$ cat config.mk
export PLATFORM = sky130hd
export DESIGN_NAME = shreg_unit
export DESIGN_NICKNAME = d
export VERILOG_FILES = /design/src/rtl/shreg_pkg.sv /design/src/rtl/shreg_bit_sel.sv /design/src/rtl/shreg_next_state.sv /design/src/rtl/shreg_unit.sv
export SDC_FILE = /design/constraint.sdc
export NUM_CORES = 1
export LEC_CHECK = 0
export BUFFER_PORTS_ARGS = -buffer_cell sky130_fd_sc_hd__buf_4
export CAP_MARGIN = 20
export CORE_AREA = 8 8 45 47
export DETAILED_ROUTE_END_ITERATION = 16
export DIE_AREA = 0 0 53 55
export PLACE_DENSITY_LB_ADDON = 0.2
export SYNTH_ARGS = -nofsm -noshare
export SYNTH_HDL_FRONTEND = slang
export SYNTH_SLANG_ARGS = --single-unit
$ cat constraint.sdc
create_clock -name clk -period 1.1 [get_ports clk]
set_clock_uncertainty 0.1 [all_clocks]
set_input_delay 0.11 -clock clk [delete_from_list [all_inputs] [get_ports clk]]
set_output_delay 0.11 -clock clk [all_outputs]
set_load 0.03 [all_outputs]
$ cat src/rtl/shreg_pkg.sv
package shreg_pkg;

    typedef enum logic [1:0] {
        MODE_HOLD = 2'b00,
        MODE_LOAD = 2'b01,
        MODE_SHL  = 2'b10,
        MODE_SHR  = 2'b11
    } mode_e;

endpackage

$ cat src/rtl/shreg_bit_sel.sv
module shreg_bit_sel
    import shreg_pkg::*;
(
    input  mode_e sel,
    input  logic  own_bit,
    input  logic  load_bit,
    input  logic  lower_bit,
    input  logic  upper_bit,
    output logic  next_bit
);

    always_comb begin
        unique case (sel)
            MODE_HOLD: next_bit = own_bit;
            MODE_LOAD: next_bit = load_bit;
            MODE_SHL:  next_bit = lower_bit;
            MODE_SHR:  next_bit = upper_bit;
            default:   next_bit = own_bit;
        endcase
    end

endmodule

$ cat src/rtl/shreg_next_state.sv
module shreg_next_state
    import shreg_pkg::*;
#(
    parameter int WIDTH = 4
) (
    input  mode_e              sel,
    input  logic [WIDTH-1:0]   cur,
    input  logic [WIDTH-1:0]   load_val,
    input  logic               fill_lo,
    input  logic               fill_hi,
    output logic [WIDTH-1:0]   nxt
);

    localparam int MSB = WIDTH - 1;

    for (genvar i = 0; i < WIDTH; i++) begin : g_bit
        logic lower_src;
        logic upper_src;

        if (i == 0) begin : g_lo_end
            assign lower_src = fill_lo;
        end else begin : g_lo_mid
            assign lower_src = cur[i-1];
        end

        if (i == MSB) begin : g_hi_end
            assign upper_src = fill_hi;
        end else begin : g_hi_mid
            assign upper_src = cur[i+1];
        end

        shreg_bit_sel u_sel (
            .sel       (sel),
            .own_bit   (cur[i]),
            .load_bit  (load_val[i]),
            .lower_bit (lower_src),
            .upper_bit (upper_src),
            .next_bit  (nxt[i])
        );
    end

endmodule

$ cat src/rtl/shreg_unit.sv
module shreg_unit
    import shreg_pkg::*;
#(
    parameter int WIDTH      = 4,
    parameter bit REGISTERED = 1'b1
) (
    input  logic             clk,
    input  logic             rst,
    input  logic [1:0]       mode,
    input  logic [WIDTH-1:0] par_in,
    input  logic             fill_lo,
    input  logic             fill_hi,
    output logic [WIDTH-1:0] q
);

    localparam int MSB = WIDTH - 1;

    mode_e            sel;
    logic [WIDTH-1:0] cur;
    logic [WIDTH-1:0] nxt;

    assign sel = mode_e'(mode);

    shreg_next_state #(.WIDTH(WIDTH)) u_next (
        .sel      (sel),
        .cur      (cur),
        .load_val (par_in),
        .fill_lo  (fill_lo),
        .fill_hi  (fill_hi),
        .nxt      (nxt)
    );

    if (REGISTERED) begin : g_reg
        logic [WIDTH-1:0] state_q;
        logic             past_ok;

        // State register process
        always_ff @(posedge clk) begin
            if (rst) begin
                state_q <= '0;
            end else begin
                state_q <= nxt;
            end
        end

        always_ff @(posedge clk) begin
            past_ok <= 1'b1;
        end

        // Output process
        always_comb begin
            cur = state_q;
            q   = state_q;
        end

        // reset clears regardless of mode
        a_r1_reset_clears: assert property (@(posedge clk)
            past_ok && $past(rst) |-> q == '0);

        // hold keeps contents
        a_r2_hold_keeps: assert property (@(posedge clk) disable iff (rst)
            past_ok && $past(!rst && mode == 2'b00) |-> $stable(q));

        // load takes the parallel word
        a_r3_load_takes: assert property (@(posedge clk) disable iff (rst)
            past_ok && $past(!rst && mode == 2'b01) |-> q == $past(par_in));

        // left shift with low fill
        a_r4_shift_left: assert property (@(posedge clk) disable iff (rst)
            past_ok && $past(!rst && mode == 2'b10)
            |-> q == {$past(q[MSB-1:0]), $past(fill_lo)});

        // right shift with high fill
        a_r5_shift_right: assert property (@(posedge clk) disable iff (rst)
            past_ok && $past(!rst && mode == 2'b11)
            |-> q == {$past(fill_hi), $past(q[MSB:1])});
    end else begin : g_comb
        // Output process: selectors act on the operand directly
        always_comb begin
            cur = par_in;
            q   = nxt;
        end
    end

endmodule

==> flow_summary.json <==
{
  "status": "finished, violations left",
  "violations": "negative setup slack",
  "clock-root-buffer": "clkbuf_4",
  "synthTopCellsByCount": "buf_4, dfxtp_1, nor2b_1",
  "irDropWorstVdd_mv": 0.248,
  "cts.htree.levels": 1,
  "syn-cell-area_um2": 229,
  "largest_reg_flops": 4,
  "netlist_instances": 16,
  "finalWorstSetupSlack_ns": -0.0206,
  "area_growth_pct": 55.7,
  "p_leak_nw": 0.158,
  "grt_pass1_vias": 223,
  "cts_setup_buffers": 0,
  "critPathKind": "reg2reg",
  "path_clk_slew_ns": 0.04,
  "coreArea_um2": 1380,
  "die-area_um2": 2920,
  "clockBufferDepth": 2,
  "finalCritPeriodShare_pct": 102,
  "synthTopCellsByArea": "dfxtp_1, mux4_2, buf_4, mux4_1, nor2b_1",
  "synth_area_leader_cell": "dfxtp_1",
  "max_freq_mhz": 892,
  "place_ws_ns": -0.0331,
  "insertion_delay_ns": 0.23,
  "setup_viol": 4,
  "final_hold_viol_count": 0,
  "synth-seq-cells": 4,
  "drtAntennaViolNets": 0,
  "crit_required_ns": 1.13,
  "path_max_fanout": 4,
  "layout-drive-gt1-share_pct": 80.0,
  "gp_congestion": 0.650,
  "critPathSlowestCell": "mux4_2",
  "hp-start": "mode[1]",
  "syn_avg_cell_area_um2": 14.3,
  "fillers": 151,
  "synth_top_area_share_pct": 35.0,
  "ys_dominant_reg_cell": "dfxtp_1",
  "cts_made_buffers": 3,
  "endpoint_kind": "flop",
  "arrival_ns": 1.15,
  "critical_path.top_delay_family": "multiplexers",
  "initial_core_util_pct": 16.5,
  "synth_edf_count": 0,
  "antenna_found_initial": 0,
  "total_power_uw": 451,
  "drc": 0,
  "grt_use_total_pct": 4.99,
  "die_y_um": 55,
  "cts_tree": "built",
  "die_x_um": 53,
  "dr.pass1.iters": 3,
  "crit_buf_inv": 0,
  "final_cells": 46,
  "synth_warnings": 0,
  "syn-num-nets": 26,
  "r2r-start": "q[1]",
  "max_stage_delay_ns": 0.45,
  "rsz0062_at_grt": "true",
  "yosys.cell_types.count": 5,
  "hp-class": "in2reg",
  "dp_cells": 42,
  "wire_per_inst_um": 12.9,
  "nNetsFinal": 42,
  "async_flop_share_pct": 0,
  "vias_per_cell": 4.04,
  "ys_seq_area_share_pct": 35.0,
  "drv_slew": 0,
  "path_cells": "mux4_2 > nor2b_1",
  "clock-sinks": 4,
  "overflow": 0,
  "vias": 186,
  "relSlewSlack_pct": 93.1,
  "grt_max_degree": 5,
  "wl_um": 592,
  "drt_iter0_drc": 1,
  "num_rows": 14,
  "grt_pass1_wl_um": 910,
  "cap_viol_max_count": 0,
  "port_buffers": 13,
  "cp-start-kind": "flop",
  "diodes": 0,
  "tightest_slew_ns": 0.103,
  "io_pins": 14,
  "startpoint": "q[1]",
  "cellPowerDensity_nw_per_um2": 1260,
  "min_period_ns": 1.12
}
-- final timing paths --
kind | to | slack [ns] | cells past startpoint
setup / recovery | q[0] | -0.02 | 2
hold / removal | q[1] | 0.20 | 3
setup reg to reg | q[0] | -0.02 | 2
hold reg to reg | q[2] | 0.60 | 2
-- worst reg2reg max path, stage by stage, from the launching register on --
cell     delay [ns]
dfxtp_2        0.33
mux4_2         0.45
nor2b_1        0.13
-- per-stage QoR --
step / utilization [%] / hold WS (ns) / area [um2] / TNS, ns
6_report: 25.8 / 0.195 / 357 / -0.0648
4_1_cts: 25.8 / 0.191 / 357 / -0.0757
5_1_grt: 25.8 / 0.201 / 357 / -0.160
2_1_floorplan: - / 0.0816 / 229 / 0
3_5_place_dp: 23.4 / 0.206 / 324 / -0.100
3_3_place_gp: 23.4 / 0.210 / 324 / -0.0783
-- where the power goes --
group | leakage (nW) | switching [mW] | total, mW | internal, mW
registers | 0.0341 | 0.00906 | 0.167 | 0.157
logic | 0.110 | 0.0399 | 0.106 | 0.0658
clock network | 0.0138 | 0.0570 | 0.179 | 0.122
-- cell families (layout without fill, tap and decap cells) --
logic type / count (synthesis) / count (layout) / synth area share, %
buffers and inverters: 4 / 18 / 13.1
multiplexers: 4 / 4 / 41.0
flip-flops: 4 / 4 / 35.0
AND/OR/NAND/NOR: 4 / 4 / 10.9
-- layout by cell type, fill, tap and decap left out, drive strengths merged --
cell type / n
buf: 14
clkbuf: 3
dfxtp: 4
dlygate4sd3: 1
mux4: 4
nor2b: 4
-- timing repair --
action | 4_1_cts | 5_1_grt
endpoints found under the hold margin | 4 | 0
setup endpoints to repair | 4 | 4
resized for setup | 4 | 0
cloned | 0 | 0
hold buffers | 1 | 0
-- routing by layer --
layer | share of wire, % | GRT usage, % | up-vias
li1 | - | - | 84
met1 | 40 | 4.00 | 88
met2 | 44 | 5.66 | 12
met3 | 11 | 3.21 | 2
met4 | 4.6 | 10.3 | 0
met5 | 0 | 0 | -
-- cell type report --
class	count	area [um2]	share of cell area [%]
flip-flops and latches	4	83.8	23.5
multi-input cells	8	115	32.3
well taps	16	20.0	5.61
repair buffers	15	115	32.3
clock buffers	3	22.5	6.32
No activity file was read; power rests on OpenSTA's default activity.
